[src/rtl/pwd_pkg.sv]
package pwd_pkg;

   typedef enum logic [1:0] {
      ST_RUN    = 2'd0,
      ST_LIGHT  = 2'd1,
      ST_DEEP   = 2'd2,
      ST_SETTLE = 2'd3
   } pwd_state_t;

   typedef enum logic [1:0] {
      RSM_NONE = 2'd0,
      RSM_NEXT = 2'd1,
      RSM_CALL = 2'd2,
      RSM_ZERO = 2'd3
   } pwd_resume_t;

endpackage

[src/rtl/pwd_settle_timer.sv]
module pwd_settle_timer #(
   parameter int TICKS = 1024
) (
   input  logic clk,
   input  logic load_i,
   output logic done_o
);
   localparam int CW = (TICKS < 2) ? 1 : $clog2(TICKS);

   generate
      if (TICKS < 0) begin : g_bad
         $error("pwd_settle_timer: TICKS must not be negative");
      end

      if (TICKS <= 1) begin : g_short
         // one settle cycle is the floor; no counter needed
         logic unused_tmr;
         assign unused_tmr = clk ^ load_i;
         assign done_o     = 1'b1;
      end else begin : g_count
         localparam logic [CW-1:0] LOAD_V = CW'(TICKS - 1);
         logic [CW-1:0] cnt_q;

         always_ff @(posedge clk) begin
            if (load_i)
               cnt_q <= LOAD_V;
            else if (cnt_q != '0)
               cnt_q <= cnt_q - 1'b1;
         end

         assign done_o = (cnt_q == '0);

         assert_cnt_range_R5: assert property (@(posedge clk)
            disable iff (load_i) cnt_q <= LOAD_V)
            else $error("settle counter left its range");

         assert_reload_R1: assert property (@(posedge clk)
            load_i |=> (cnt_q == LOAD_V))
            else $error("settle counter not reloaded");
      end
   endgenerate

endmodule

[src/rtl/pwd_resume_sel.sv]
module pwd_resume_sel
   import pwd_pkg::*;
(
   input  logic        ibf_ie_i,
   output pwd_resume_t wr_action_o
);
   // a host-write wake calls the interrupt only when it is enabled
   assign wr_action_o = ibf_ie_i ? RSM_CALL : RSM_NEXT;

endmodule

[src/rtl/pwrdn_wake_seq.sv]
module pwrdn_wake_seq
   import pwd_pkg::*;
#(
   parameter int SETTLE_TICKS = 1024
) (
   input  logic       clk,
   input  logic       rst_i,
   input  logic       halt_i,
   input  logic       stop_i,
   input  logic       host_wr_i,
   input  logic       ibf_ie_i,
   output logic       core_ce_o,
   output logic       osc_en_o,
   output logic       wake_o,
   output logic [1:0] resume_o
);
   generate
      if (SETTLE_TICKS < 0 || SETTLE_TICKS > (1 << 24)) begin : g_chk
         $error("pwrdn_wake_seq: SETTLE_TICKS out of range");
      end
   endgenerate

   pwd_state_t  state_q, state_n;
   pwd_resume_t cause_q, cause_n;
   pwd_resume_t act_n, wr_action;
   logic        wake_n;
   logic        tmr_load, tmr_done;

   pwd_resume_sel u_sel (
      .ibf_ie_i    (ibf_ie_i),
      .wr_action_o (wr_action)
   );

   // counter is held loaded everywhere except inside the settle window
   assign tmr_load = rst_i || (state_q != ST_SETTLE);

   pwd_settle_timer #(.TICKS(SETTLE_TICKS)) u_tmr (
      .clk    (clk),
      .load_i (tmr_load),
      .done_o (tmr_done)
   );

   always_comb begin
      state_n = state_q;
      cause_n = cause_q;
      wake_n  = 1'b0;
      act_n   = RSM_NONE;
      if (rst_i) begin
         state_n = ST_SETTLE;
         cause_n = RSM_ZERO;
      end else begin
         unique case (state_q)
            ST_RUN: begin
               if (stop_i)      state_n = ST_DEEP;
               else if (halt_i) state_n = ST_LIGHT;
            end
            ST_LIGHT: begin
               if (host_wr_i) begin
                  state_n = ST_RUN;
                  wake_n  = 1'b1;
                  act_n   = wr_action;
               end
            end
            ST_DEEP: begin
               if (host_wr_i) begin
                  state_n = ST_SETTLE;
                  cause_n = wr_action;
               end
            end
            ST_SETTLE: begin
               if (tmr_done) begin
                  state_n = ST_RUN;
                  wake_n  = 1'b1;
                  act_n   = cause_q;
               end
            end
            default: state_n = ST_SETTLE;
         endcase
      end
   end

   always_ff @(posedge clk) begin
      state_q  <= state_n;
      cause_q  <= cause_n;
      wake_o   <= wake_n;
      resume_o <= act_n;
   end

   assign core_ce_o = (state_q == ST_RUN);
   assign osc_en_o  = (state_q != ST_DEEP);

   // ---------------- assertions ----------------
   assert_rst_gates_R1: assert property (@(posedge clk)
      rst_i |=> (!core_ce_o && osc_en_o && !wake_o))
      else $error("reset did not gate the core");

   assert_osc_needs_gate_R3: assert property (@(posedge clk) disable iff (rst_i)
      !osc_en_o |-> !core_ce_o)
      else $error("core running with oscillator off");

   assert_light_keeps_osc_R2: assert property (@(posedge clk) disable iff (rst_i)
      (core_ce_o && halt_i && !stop_i) |=> (osc_en_o && !core_ce_o))
      else $error("light sleep entry wrong");

   assert_single_pulse_R7: assert property (@(posedge clk) disable iff (rst_i)
      wake_o |=> !wake_o)
      else $error("wake pulse longer than one cycle");

   assert_code_with_pulse_R7: assert property (@(posedge clk) disable iff (rst_i)
      (wake_o == (resume_o != 2'd0)))
      else $error("resume code outside wake pulse");

   assert_awake_write_R8: assert property (@(posedge clk) disable iff (rst_i)
      (core_ce_o && host_wr_i) |=> !wake_o)
      else $error("host write while awake woke the core");

   assert_ce_rise_R9: assert property (@(posedge clk) disable iff (rst_i)
      $rose(core_ce_o) |-> wake_o)
      else $error("core clock enabled without wake");

   assert_osc_fall_R9: assert property (@(posedge clk) disable iff (rst_i)
      $fell(osc_en_o) |-> $past(stop_i))
      else $error("oscillator dropped without deep-sleep strobe");

   assert_pulse_enables_R4: assert property (@(posedge clk) disable iff (rst_i)
      wake_o |-> core_ce_o)
      else $error("wake pulse with core gated");

endmodule

[config.mk]
export PLATFORM = sky130hd
export DESIGN_NAME = pwrdn_wake_seq
export DESIGN_NICKNAME = d
export VERILOG_FILES = /design/src/rtl/pwd_pkg.sv /design/src/rtl/pwd_settle_timer.sv /design/src/rtl/pwd_resume_sel.sv /design/src/rtl/pwrdn_wake_seq.sv
export SDC_FILE = /design/constraint.sdc
export NUM_CORES = 1
export LEC_CHECK = 0
export BUFFER_PORTS_ARGS = -buffer_cell sky130_fd_sc_hd__clkbuf_2
export CORE_AREA = 8 8 51 53
export CTS_BUF_LIST = sky130_fd_sc_hd__clkbuf_2
export CTS_CLUSTER_DIAMETER = 50
export DETAILED_ROUTE_END_ITERATION = 10
export DIE_AREA = 0 0 59 61
export PLACE_DENSITY = 0.69
export SLEW_MARGIN = 20
export SYNTH_ARGS = -nofsm -noshare
export SYNTH_HDL_FRONTEND = slang
export SYNTH_SLANG_ARGS = --single-unit
[constraint.sdc]
create_clock -name clk -period 1.7 [get_ports clk]
set_input_delay 0.17 -clock clk [delete_from_list [all_inputs] [get_ports clk]]
set_output_delay 0.17 -clock clk [all_outputs]
set_load 0.05 [all_outputs]
# Yosys cells after proc, flatten, opt, wreduce, memory -nomap -nowiden
# Index checks and enable logic that the tools add are counted.
# totals
out_inout_bits	5
regBits	17
word_cells	34
inputBits	6
# op_classes
addsub	1
n_mux	13
reduce_logical	6
n_eq_ne	9
# ops
op	n
2-bit 2-to-1 mux	8
10-bit zero test	1
2-bit != test (second input constant)	5
10-bit nonzero test	1
10-bit by 1-bit subtractor with 10-bit output (second input constant)	1
2-bit case mux with 4 select lines	1
2-bit equality test (second input constant)	2
2-bit case mux with 2 select lines	1
4-bit AND reduction	1
3-bit != test (second input constant)	1
2-bit by 1-bit equality test with 1-bit output (second input constant)	1
2-bit zero test	1
1-bit 2-to-1 mux	2
1-bit case mux with 2 select lines	1
2-bit AND reduction	1
1-bit logical OR	1

# Logic depth before layout (Yosys ltp)
# depth
depth_word	3
ltp_mapped	5
mapped_depth_nobuf	5

# Hierarchy
# Synthesis repeated with hierarchy kept, for this count alone.
# hier_totals
hier_cells	96
hier_area_um2	840.8
# modules_own_cells
module	seq_area_each_um2	instances	cells_each	area_per_inst_um2
pwd_settle_timer	200.2	1	55	503.0
pwrdn_wake_seq	140.1	1	39	326.6
pwd_resume_sel	0.0	1	2	11.3

# Worst setup path after synthesis
# No wires, ideal clock.
# synth_path
kind	register to register
startpoint	register u_tmr.g_count.cnt_q[0]
endpoint	register state_q[1]
setup_time_ns	0.120
stages_incl_launch_ff	6
required_time_ns	1.580
path_buffers	0
period_less_slack_ns	1.820
t_arrival_ns	1.700
slack_ns	-0.120
path_cell_list	dfxtp_1 > inv_1 > ha_1 > or4b_4 > or3_4 > a211o_1
# synth_between
elab_chain_cells	3
# synth_lines
element	line	source
start, declared	pwd_settle_timer.sv:22	logic [CW-1:0] cnt_q;
start signal, assigned	pwd_settle_timer.sv:28	cnt_q <= cnt_q - 1'b1;
10-bit zero test	pwd_settle_timer.sv:31	assign done_o = (cnt_q == '0);
2-bit != test (no source line)	--	
4-bit AND reduction (no source line)	--	
end signal, assigned	pwrdn_wake_seq.sv:83	state_q <= state_n;
end, declared	pwrdn_wake_seq.sv:23	pwd_state_t state_q, state_n;
# Every way passes these cells.
# A chain may end at the register's enable or synchronous reset.

# Worst setup path in the final report
# layout_path
startpoint	register u_tmr.g_count.cnt_q[1]
endpoint	register state_q[1]
# The elaborated chain is that of the path after synthesis.

==> impl_metrics.py <==
metrics = {
    "outcome": {
        "outcome": "finished with violations",
        "failed_checks": "negative setup slack",
    },
    "placed_design": {
        "finalWeightedCongestion": 0.757,
        "port_buffers": 10,
        "placedInstanceArea_um2": 1010,
        "detailed_place_hpwl_um": 1410,
    },
    "hold_path": {
        "worst_hold_path_type": "in2reg",
        "hold_path.startpoint": "rst_i",
        "hold-path-cell-count": 2,
    },
    "grt": {
        "grt_overflow_total": 0,
        "number_of_global_route_vias_before_repair": 813,
        "grt_max_degree": 12,
        "initial_antenna_violation_count": 0,
        "grt.total_usage": 0.119,
        "groute.layer.met2.usage": 0.212,
        "top_usage_layer": "met2",
        "grt_pass1_wl_um": 3400,
        "met3_usage": 0.0254,
        "grt_util_met1": 0.137,
    },
    "detailed_routing": {
        "drt_iter0_drc": 18,
        "wire_length_per_cell_after_detailed_routing_um": 13.0,
        "dr.pass1.iters": 4,
        "post_drt_via_cell_ratio": 5.37,
        "routed-via-count": 778,
        "drc_violations_left": 0,
        "ant_nets": 0,
        "wl_um": 1880,
    },
    "clocking": {
        "ctsRootBufferMaster": "sky130_fd_sc_hd__clkbuf_2",
        "holdBufCountCts": 0,
        "clk_pin_slew_worst_paths_ps": 180,
        "tritoncts_clock_tree": "done",
        "clock-sinks": 17,
        "numCtsBuffers": 3,
        "clock_latency_ps": 290,
        "htreeDepth": 1,
        "max-clock-path-buffers": 2,
    },
    "floorplanning": {
        "num_rows": 16,
        "overall_die_area_um2": 3600,
        "die-width_um": 59,
        "boundaryPins": 11,
        "die_h_um": 61,
        "core_area_um2": 1840,
        "initial_core_util": 0.459,
    },
    "cells_and_area": {
        "final_common_cell": "sky130_fd_sc_hd__dfxtp_1",
        "mostFrequentLayoutCells": "15 x sky130_fd_sc_hd__dfxtp_1, 14 x sky130_fd_sc_hd__clkbuf_2, 10 x sky130_fd_sc_hd__buf_4",
        "finish.instance_area_um2": 1080,
        "area_growth_syn_to_layout_pct": 28.0,
        "share_of_post_route_cells_with_drive_strength_above_1": 0.347,
        "insertedDiodeCount": 0,
        "nets": 127,
    },
    "critical_path": {
        "critical_path_startpoint": "u_tmr.g_count.cnt_q[1]",
        "critical_path.endpoint_type": "flop",
        "reg_to_reg_critical_path_startpoint": "u_tmr.g_count.cnt_q[1]",
        "startpoint_type": "flop",
        "cp_data_arrival_time_ps": 1950,
        "cp.required_ps": 1900,
        "worstRegToRegCells": 5,
        "timing_worst_setup_path_type": "reg2reg",
        "worstPathMaxFanout": 4,
    },
    "power": {
        "power.leakage_nw": 0.411,
        "logic_gate_share_of_total_power": 0.096,
        "peakVddDrop_mv": 0.384,
        "power.density_cell_area_nw_per_um2": 617,
        "netSwitchingFraction": 0.249,
        "p_sw_uw": 166,
        "seq_power_share": 0.616,
        "p_clk_frac": 0.288,
        "totalPowerFinal_uw": 668,
        "power.internal_uw": 502,
    },
    "timing": {
        "timing.final.crit_share": 1.03,
        "achievable-frequency_mhz": 570,
        "maxSlewViolCount": 0,
        "min_clock_period_post_route_ps": 1750,
        "setup_repair_after_global_routing_missed_its_margin": "yes",
        "timing.final.ws_setup_ps": -54.2,
        "timing.clock.skew_ps": 11.1,
        "totalNegativeSetupSlack_ps": -105,
        "fin_worst_hold_slack_ps": 141,
        "worst_slew_pin_slew_ps": 474,
        "timing.slew.headroom": 0.683,
        "setup_viol_count_final": 2,
        "hold_viol": 0,
    },
    "synthesis": {
        "synthDominantCellAreaShare": 0.402,
        "synth_top_area_cell": "sky130_fd_sc_hd__dfxtp_1",
        "synth_fp_nets": 104,
        "share_of_synthesized_area_occupied_by_flip_flops_and_latches": 0.402,
        "synthDistinctLibCells": 34,
        "synthCells": 96,
        "yosys_register_bits": 17,
        "syn-mean-instance-area_um2": 8.81,
        "yosysWarningCount": 0,
        "synth_area_leaders": "sky130_fd_sc_hd__dfxtp_1 40%, sky130_fd_sc_hd__or4_1 5.3%, sky130_fd_sc_hd__nand3_1 4.1%",
        "synth.cell_area_um2": 846,
    },
    "job": {
        "maxCapViolCount": 0,
    },
}
-- metrics by stage --
| step | instances | util | setup slack (ps) |
|---|---|---|---|
| 2_1_floorplan | 96 | - | 2.25 |
| 3_3_place_gp | 140 | 0.551 | -3.29 |
| 3_5_place_dp | 140 | 0.551 | -28.8 |
| 4_1_cts | 144 | 0.564 | -42.4 |
| 5_1_grt | 145 | 0.588 | -78.9 |
| 6_report | 145 | 0.588 | -54.2 |
-- logic make-up after synthesis --
group                    after synthesis  synth area share
multiplexers                           1            0.0118
buffers and inverters                 12            0.0547
adder cells (fa/ha/maj)                2            0.0296
AND/OR/NAND/NOR                       39             0.290
AO/OA/AOI/OAI                         25             0.212
flip-flops                            17             0.402
-- Yosys cell counts --
library cell               instances
sky130_fd_sc_hd__or3_1             2
sky130_fd_sc_hd__or4_1             6
sky130_fd_sc_hd__nand2_1           1
sky130_fd_sc_hd__nor4_1            1
sky130_fd_sc_hd__nor2_1            8
sky130_fd_sc_hd__clkbuf_1          4
sky130_fd_sc_hd__or3_4             1
sky130_fd_sc_hd__o22ai_1           1
sky130_fd_sc_hd__o31ai_1           4
sky130_fd_sc_hd__nor2b_1           2
sky130_fd_sc_hd__buf_2             1
sky130_fd_sc_hd__mux2i_1           1
sky130_fd_sc_hd__nand3b_1          2
sky130_fd_sc_hd__dfxtp_1          17
sky130_fd_sc_hd__o21bai_1          1
sky130_fd_sc_hd__and3_1            1
sky130_fd_sc_hd__a211o_1           2
sky130_fd_sc_hd__a21oi_1           5
sky130_fd_sc_hd__or2_2             1
sky130_fd_sc_hd__o211ai_1          2
sky130_fd_sc_hd__or3b_1            1
sky130_fd_sc_hd__o31a_1            1
sky130_fd_sc_hd__nor3_1            1
sky130_fd_sc_hd__inv_1             7
sky130_fd_sc_hd__o21ai_0           4
sky130_fd_sc_hd__a2111o_1          3
sky130_fd_sc_hd__nand2b_1          1
sky130_fd_sc_hd__ha_1              2
sky130_fd_sc_hd__o32a_1            1
sky130_fd_sc_hd__or4b_4            1
sky130_fd_sc_hd__nor4b_1           2
sky130_fd_sc_hd__nor3_2            1
sky130_fd_sc_hd__o21ai_1           1
sky130_fd_sc_hd__nand3_1           7
-- critical path, stage by stage, from the launching register on --
cell,delay (ps)
sky130_fd_sc_hd__dfxtp_2,370
sky130_fd_sc_hd__inv_2,70
sky130_fd_sc_hd__ha_4,130
sky130_fd_sc_hd__or4b_4,480
sky130_fd_sc_hd__or3_4,360
sky130_fd_sc_hd__a211o_1,260
-- power by group through the flow --
stage               clock network, mW  registers, mW  logic [mW]
floorplan                           0          0.420      0.0275
finish                          0.192          0.412      0.0642
global route                    0.212          0.413      0.0723
global placement                    0          0.419      0.0596
CTS                             0.192          0.412      0.0610
detailed placement                  0          0.420      0.0604
-- sequential cells by signal (all words and copies together) (netlist names) --
name / count
u_tmr.g_count.cnt_q: 10
state_q: 2
resume_o: 2
wake_o: 1
cause_q: 2
-- path summary, 6_finish.rpt --
kind,slack [ps],to
worst max-delay path,-50,state_q[1]
worst min-delay path,140,cause_q[1]
worst min register to register,510,cause_q[1]
worst max register to register,-50,state_q[1]
-- layout make-up --
cell class | count | area (µm²)
repair buffers | 23 | 159
fillers | 177 | 759
well taps | 27 | 33.8
flip-flops and latches | 17 | 343
multi-input cells | 67 | 500
clock buffers | 4 | 20.0
inverters | 7 | 26.3
-- metal layers --
| layer | vias to the layer above | wire length [µm] |
|---|---|---|
| met5 | - | 0 |
| met4 | 0 | 12 |
| met3 | 2 | 36 |
| met2 | 10 | 895 |
| met1 | 363 | 934 |
| li1 | 403 | - |
-- what timing repair did --
action / in CTS / in global routing
setup endpoints to repair: 7 / 15
pin swaps: 3 / 4
gates resized for setup: 1 / 8
setup buffers: 0 / 1
(Power assumes the default switching activity.)
